**src/rtl/oep_pkg.sv**
```systemverilog
package oep_pkg;
  typedef enum logic {
    HS_ACK = 1'b0,
    HS_NAK = 1'b1
  } hs_e;
endpackage

```
**src/rtl/oep_rx_ctrl.sv**
```systemverilog
module oep_rx_ctrl
  import oep_pkg::*;
#(
  parameter int MAXPKT = 64,
  parameter int DW     = 8,
  parameter int LW     = 7,
  parameter int AW     = 6
) (
  input  logic          clk,
  input  logic          rst_n,
  input  logic          tok_out,
  input  logic          rx_valid,
  input  logic [DW-1:0] rx_data,
  input  logic          rx_eop,
  input  logic          bank_free,
  output logic          rx_ready,
  output logic          wr_en,
  output logic [AW-1:0] wr_idx,
  output logic [DW-1:0] wr_data,
  output logic          commit,
  output logic [LW-1:0] commit_len,
  output logic          hs_valid,
  output hs_e           hs_code,
  output logic          ovf_pulse
);
  logic          open_q, acc_q, ovf_q;
  logic [LW-1:0] len_q;
  logic          byte_ok, eop_ok, at_limit;

  always_comb begin
    at_limit   = (len_q == LW'(MAXPKT));
    byte_ok    = open_q && rx_valid && !rx_eop && !tok_out;
    eop_ok     = open_q && rx_eop && !tok_out;
    rx_ready   = open_q;
    wr_en      = byte_ok && acc_q && !at_limit;
    wr_idx     = len_q[AW-1:0];
    wr_data    = rx_data;
    commit     = eop_ok && acc_q && !ovf_q;
    commit_len = len_q;
  end

  always_ff @(posedge clk) begin
    if (!rst_n) begin
      open_q    <= 1'b0;
      acc_q     <= 1'b0;
      ovf_q     <= 1'b0;
      len_q     <= '0;
      hs_valid  <= 1'b0;
      hs_code   <= HS_ACK;
      ovf_pulse <= 1'b0;
    end else begin
      hs_valid  <= 1'b0;
      ovf_pulse <= 1'b0;
      if (tok_out) begin
        open_q <= 1'b1;
        acc_q  <= bank_free;
        ovf_q  <= 1'b0;
        len_q  <= '0;
      end else if (eop_ok) begin
        open_q    <= 1'b0;
        hs_valid  <= 1'b1;
        hs_code   <= commit ? HS_ACK : HS_NAK;
        ovf_pulse <= ovf_q;
      end else if (byte_ok) begin
        if (at_limit) ovf_q <= 1'b1;
        else          len_q <= len_q + 1'b1;
      end
    end
  end
endmodule

```
**src/rtl/oep_bank_store.sv**
```systemverilog
module oep_bank_store #(
  parameter int NBANK  = 2,
  parameter int MAXPKT = 64,
  parameter int DW     = 8,
  parameter int LW     = 7,
  parameter int AW     = 6,
  parameter int PW     = 1
) (
  input  logic          clk,
  input  logic          rst_n,
  input  logic          wr_en,
  input  logic [AW-1:0] wr_idx,
  input  logic [DW-1:0] wr_data,
  input  logic          commit,
  input  logic [LW-1:0] commit_len,
  input  logic          release_head,
  input  logic [AW-1:0] rd_idx,
  output logic          wr_free,
  output logic          head_full,
  output logic [LW-1:0] head_cnt,
  output logic [DW-1:0] head_byte,
  output logic          all_full
);
  logic [NBANK-1:0] full;
  logic [LW-1:0]    cnt      [NBANK];
  logic [DW-1:0]    bank_out [NBANK];
  logic [PW-1:0]    wr_ptr, rd_ptr;

  function automatic logic [PW-1:0] step_ptr(input logic [PW-1:0] p);
    if (p == PW'(NBANK - 1)) return '0;
    return p + 1'b1;
  endfunction

  always_ff @(posedge clk) begin
    if (!rst_n) begin
      wr_ptr <= '0;
      rd_ptr <= '0;
    end else begin
      if (commit)       wr_ptr <= step_ptr(wr_ptr);
      if (release_head) rd_ptr <= step_ptr(rd_ptr);
    end
  end

  for (genvar b = 0; b < NBANK; b++) begin : g_bank
    logic          full_q;
    logic [LW-1:0] cnt_q;
    logic [DW-1:0] mem [MAXPKT];

    always_ff @(posedge clk) begin
      if (!rst_n) begin
        full_q <= 1'b0;
        cnt_q  <= '0;
      end else if (commit && wr_ptr == PW'(b)) begin
        full_q <= 1'b1;
        cnt_q  <= commit_len;
      end else if (release_head && rd_ptr == PW'(b)) begin
        full_q <= 1'b0;
      end
    end

    always_ff @(posedge clk) begin
      if (wr_en && wr_ptr == PW'(b)) mem[wr_idx] <= wr_data;
    end

    assign full[b]     = full_q;
    assign cnt[b]      = cnt_q;
    assign bank_out[b] = mem[rd_idx];
  end

  assign wr_free   = !full[wr_ptr];
  assign head_full = full[rd_ptr];
  assign head_cnt  = cnt[rd_ptr];
  assign head_byte = bank_out[rd_ptr];
  assign all_full  = &full;
endmodule

```
**src/rtl/oep_rd_port.sv**
```systemverilog
module oep_rd_port #(
  parameter int LW = 7,
  parameter int AW = 6
) (
  input  logic          clk,
  input  logic          rst_n,
  input  logic          auto_valid,
  input  logic          rx_clr,
  input  logic          head_full,
  input  logic [LW-1:0] head_cnt,
  input  logic          rd_ready,
  output logic          rd_valid,
  output logic [AW-1:0] rd_idx,
  output logic          release_head
);
  logic [LW-1:0] idx_q;
  logic          fire, last;

  always_comb begin
    rd_valid     = head_full && (idx_q < head_cnt);
    fire         = rd_valid && rd_ready;
    last         = fire && (idx_q == head_cnt - 1'b1);
    release_head = head_full &&
                   (auto_valid ? ((head_cnt == '0) || last) : rx_clr);
    rd_idx       = idx_q[AW-1:0];
  end

  always_ff @(posedge clk) begin
    if (!rst_n)            idx_q <= '0;
    else if (release_head) idx_q <= '0;
    else if (fire)         idx_q <= idx_q + 1'b1;
  end
endmodule

```
**src/rtl/out_ep_bankbuf.sv**
```systemverilog
module out_ep_bankbuf
  import oep_pkg::*;
#(
  parameter int NBANK  = 2,
  parameter int MAXPKT = 64,
  parameter int DW     = 8
) (
  input  logic                         clk,
  input  logic                         rst_n,
  input  logic                         auto_valid,
  input  logic                         tok_out,
  input  logic                         rx_valid,
  output logic                         rx_ready,
  input  logic [DW-1:0]                rx_data,
  input  logic                         rx_eop,
  output logic                         hs_valid,
  output logic                         hs_code,
  output logic                         ovf_pulse,
  output logic                         rd_valid,
  input  logic                         rd_ready,
  output logic [DW-1:0]                rd_data,
  output logic                         rx_rdy,
  output logic [$clog2(MAXPKT+1)-1:0]  byte_cnt,
  output logic                         busy_irq,
  input  logic                         rx_clr
);
  localparam int LW = $clog2(MAXPKT + 1);
  localparam int AW = (MAXPKT > 1) ? $clog2(MAXPKT) : 1;
  localparam int PW = (NBANK > 1) ? $clog2(NBANK) : 1;

  logic          wr_en, commit, wr_free, head_full, release_head;
  logic [AW-1:0] wr_idx, rd_idx;
  logic [DW-1:0] wr_data;
  logic [LW-1:0] commit_len, head_cnt;
  hs_e           hs_q;

  oep_rx_ctrl #(.MAXPKT(MAXPKT), .DW(DW), .LW(LW), .AW(AW)) u_rx (
    .clk, .rst_n, .tok_out, .rx_valid, .rx_data, .rx_eop,
    .bank_free(wr_free), .rx_ready, .wr_en, .wr_idx, .wr_data,
    .commit, .commit_len, .hs_valid, .hs_code(hs_q), .ovf_pulse
  );

  oep_bank_store #(.NBANK(NBANK), .MAXPKT(MAXPKT), .DW(DW),
                   .LW(LW), .AW(AW), .PW(PW)) u_store (
    .clk, .rst_n, .wr_en, .wr_idx, .wr_data, .commit, .commit_len,
    .release_head, .rd_idx, .wr_free, .head_full, .head_cnt,
    .head_byte(rd_data), .all_full(busy_irq)
  );

  oep_rd_port #(.LW(LW), .AW(AW)) u_rd (
    .clk, .rst_n, .auto_valid, .rx_clr, .head_full, .head_cnt,
    .rd_ready, .rd_valid, .rd_idx, .release_head
  );

  assign hs_code  = hs_q;
  assign rx_rdy   = head_full;
  assign byte_cnt = head_full ? head_cnt : '0;
endmodule

```
**config.mk**
```make
export PLATFORM = sky130hd
export DESIGN_NAME = out_ep_bankbuf
export DESIGN_NICKNAME = d
export VERILOG_FILES = /design/src/rtl/oep_pkg.sv /design/src/rtl/oep_rx_ctrl.sv /design/src/rtl/oep_bank_store.sv /design/src/rtl/oep_rd_port.sv /design/src/rtl/out_ep_bankbuf.sv
export SDC_FILE = /design/constraint.sdc
export NUM_CORES = 1
export LEC_CHECK = 0
export BUFFER_PORTS_ARGS = -buffer_cell sky130_fd_sc_hd__buf_2
export CAP_MARGIN = 30
export CORE_MARGIN = 3
export CORE_UTILIZATION = 35
export DETAILED_ROUTE_END_ITERATION = 8
export PLACE_DENSITY = 0.52
export SLEW_MARGIN = 20
export SYNTH_ARGS = -nofsm -noshare
export SYNTH_HDL_FRONTEND = slang
export SYNTH_SLANG_ARGS = --single-unit
```
**constraint.sdc**
```tcl
create_clock -name clk -period 8.73 [get_ports clk]
set_input_delay 1.746 -clock clk [delete_from_list [all_inputs] [get_ports clk]]
set_output_delay 1.746 -clock clk [all_outputs]
set_load 0.005 [all_outputs]
```
==> qor.yml <==
synth_area_um2: 41800
ys.flop_type: "edfxtp_1"
cp_top_family: "buffers and inverters"
cts_root_buf: "clkbuf_16"
num_vias: 19600
power_density_nw_per_um2: 220
fin_crit_ps: 6420
crit_chain: "buf_12, buf_12, mux4_2, mux4_2, o211ai_1, nand4_1, buf_2"
final_common_cell: "edfxtp_1"
start_util_pct: 35.3
final.setup.tns_ps: 0
clockBufferDepth: 3
grt_max_degree: 102
core_area_um2: 118000
relSlewSlack_pct: 33.8
cts_hold_buf: 0
syn_to_final_growth_pct: 14.2
hold_depth: 2
grt_use_total_pct: 16.8
report.final.hold_viol_count: 0
postRouteAntennaNets: 0
end_kind: "output port"
wirelength_mm: 102
critical_path_arrival_ps: 4680
worst_slew_pin_slew_ps: 989
die_h_um: 352
yosys_warnings: 0
setup_viol: 0
drive_gt1_share_pct: 28.0
grt_overflow: 0
r2r_slack_ps: 4720
hold_end: "u_store.g_bank[1].cnt_q[6]"
status: "complete, no violations"
r2r_end: "u_store.g_bank[1].mem[4][3]"
clock_latency_ps: 690
antenna_found_initial: 6
avgSynthCellArea_um2: 21.6
row_count: 126
cts_buffers: 111
crit_type: "reg2out"
first_global_vias: 20500
wl_per_cell_um: 27.5
rsz0062_at_grt: "false"
critical_path_buf_inv_count: 3
ys_seq_elements: 1068
worst-path-stages: 7
dr.first_iter.drc_count: 1996
clk_pin_slew_worst_paths_ps: 60
cts_htree_levels: 3
ys_async_sr_fraction_pct: 0
irDropWorstVdd_mv: 0.165
min-delay-start: "u_store.g_bank[1].cnt_q[6]"
p_leak_nw: 14.2
fin_crit_sh_pct: 73.6
syn_inst: 1938
slowest_delay_ps: 940
die-area_um2: 124000
grt_pass1_wl_mm: 149
place_hpwl_mm: 63.0
syn_nets: 1965
vias_per_cell: 5.27
critPathMaxFanout: 76
cts_num_sinks: 1068
first_pass_iters: 5
io_buffers: 37
diodes: 0
clock.fmax_ghz: 0.156
maxSlewViolCount: 0
slowest_stage: "dfxtp_4"
nets: 2054
finalClockSkew_ps: 23.6
max-cap-violations: 0
required_ps: 6980
final_cell_mix: "1024 x edfxtp_1, 312 x mux4_2, 151 x nor2_1"
reg2reg_depth: 6
start_kind: "register"
ioPinCount: 38
synth_cell_types: 49
ctsResizeCount: 0
routabilityCongestion: 0.767
postCtsSetupRepairBufs: 0
drc: 0
seq_area_frac_synth_pct: 75.6
fin_total_pwr_mw: 10.5
rr_startpoint: "u_rx.commit_len[4]"
cts_tree: "yes"
synth_edf_count: 1024
hp-class: "reg2reg"
die_w_um: 352
[kinds of logic (layout without fill, tap and decap cells)]
kind of cell | after synthesis | after routing | synth area share (%)
DFF | 1068 | 1068 | 75.6
xor gates and xnor gates | 16 | 16 | 0.335
and+or+nand+nor | 284 | 284 | 3.15
muxes | 345 | 345 | 17.7
buffers and inverters | 124 | 308 | 1.43
AOI/OAI and AO/OA | 90 | 90 | 1.51
adders and majority gates | 11 | 11 | 0.329
[Yosys cell counts (2+ instances only)]
cell / instances / share of area, %
nor4_1: 2 / 0.030
buf_4: 17 / 0.30
and2_1: 4 / 0.060
buf_2: 18 / 0.22
nand2_1: 34 / 0.30
nor3b_1: 4 / 0.072
a21boi_0: 7 / 0.13
buf_1: 25 / 0.22
ha_1: 11 / 0.33
o21a_1: 2 / 0.036
or3_1: 17 / 0.25
xnor2_1: 4 / 0.084
edfxtp_1: 1024 / 73
nand2b_1: 3 / 0.045
inv_1: 8 / 0.072
or3b_2: 2 / 0.042
nor3_1: 9 / 0.11
and3b_1: 5 / 0.10
nor2b_1: 17 / 0.25
buf_6: 6 / 0.16
mux2i_1: 28 / 0.67
mux4_2: 312 / 17
a31oi_1: 2 / 0.030
xor2_1: 12 / 0.25
a22oi_1: 32 / 0.57
nor2_1: 153 / 1.4
clkbuf_1: 48 / 0.43
mux2i_4: 2 / 0.11
nand3_1: 9 / 0.11
and3_1: 3 / 0.045
inv_2: 2 / 0.018
mux2i_2: 3 / 0.099
nand3b_1: 6 / 0.11
o211ai_1: 10 / 0.18
dfxtp_1: 44 / 2.1
o21ai_0: 7 / 0.084
nand4_1: 14 / 0.21
a21oi_1: 20 / 0.24
a211oi_1: 2 / 0.036
[state kept, by name (all words and copies together) (netlist names), 2 cells and up, named ones only]
register,flops
u_rd.idx_q,7
u_rx.commit_len,7
u_store.g_bank.mem,1024
u_store.g_bank.cnt_q,14
u_store.g_bank.full_q,2
[worst register-to-register path, stage by stage, from the launching register on]
cell and delay [ps]:
dfxtp_1 670, or3_1 510, nor3_1 140, nor2b_1 500, and3_1 460, nand2b_1 440, nor2_1 910
[power by group]
part	leakage [nW]	switching, mW	internal [mW]
clock	1.83	1.96	2.86
combinational	2.80	0.0911	0.0131
sequential	9.56	0.00169	5.61
total	14.2	2.06	8.48
[routing by layer]
metal	track usage, %	vias up	share of wire (%)
met5	0	-	0.034
met4	3.54	6	1.8
met3	3.20	127	5.9
met2	27.9	562	50
met1	23.1	10600	42
li1	-	8284	-
[how the worst max path moves through the flow]
| stage | slack (ps) | end |
|---|---|---|
| detailed placement | 2920 | rd_data[5] |
| global placement | 2850 | rd_data[5] |
| CTS | 2170 | rd_data[5] |
| floorplan | 4860 | u_store.g_bank[0].mem[47][0] |
| finish | 2310 | rd_data[5] |
| global route | 2140 | rd_data[5] |
[final cells by class]
type	instances	area (um^2)
Fill cell	10400	70600
Sequential cell	1068	31600
Multi-Input combinational cell	746	9640
Clock buffer	135	2930
Tap cell	1600	2000
Clock inverter	73	797
Timing Repair Buffer	90	759
Inverter	10	37.5
[through the flow]
| stage | instances | worst slack [ps] | utilization [%] | instance area, um^2 | hold WS, ps |
|---|---|---|---|---|---|
| floorplan | 1938 | 4860 | - | 41800 | 443 |
| finish | 3722 | 2310 | 40.4 | 47800 | 482 |
| detailed placement | 3503 | 2920 | 37.1 | 44000 | 481 |
| CTS | 3711 | 2170 | 40.3 | 47700 | 489 |
| global route | 3722 | 2140 | 40.4 | 47800 | 523 |
| global placement | 3487 | 2850 | 37.0 | 43800 | 451 |
(Power assumes the default switching activity.)
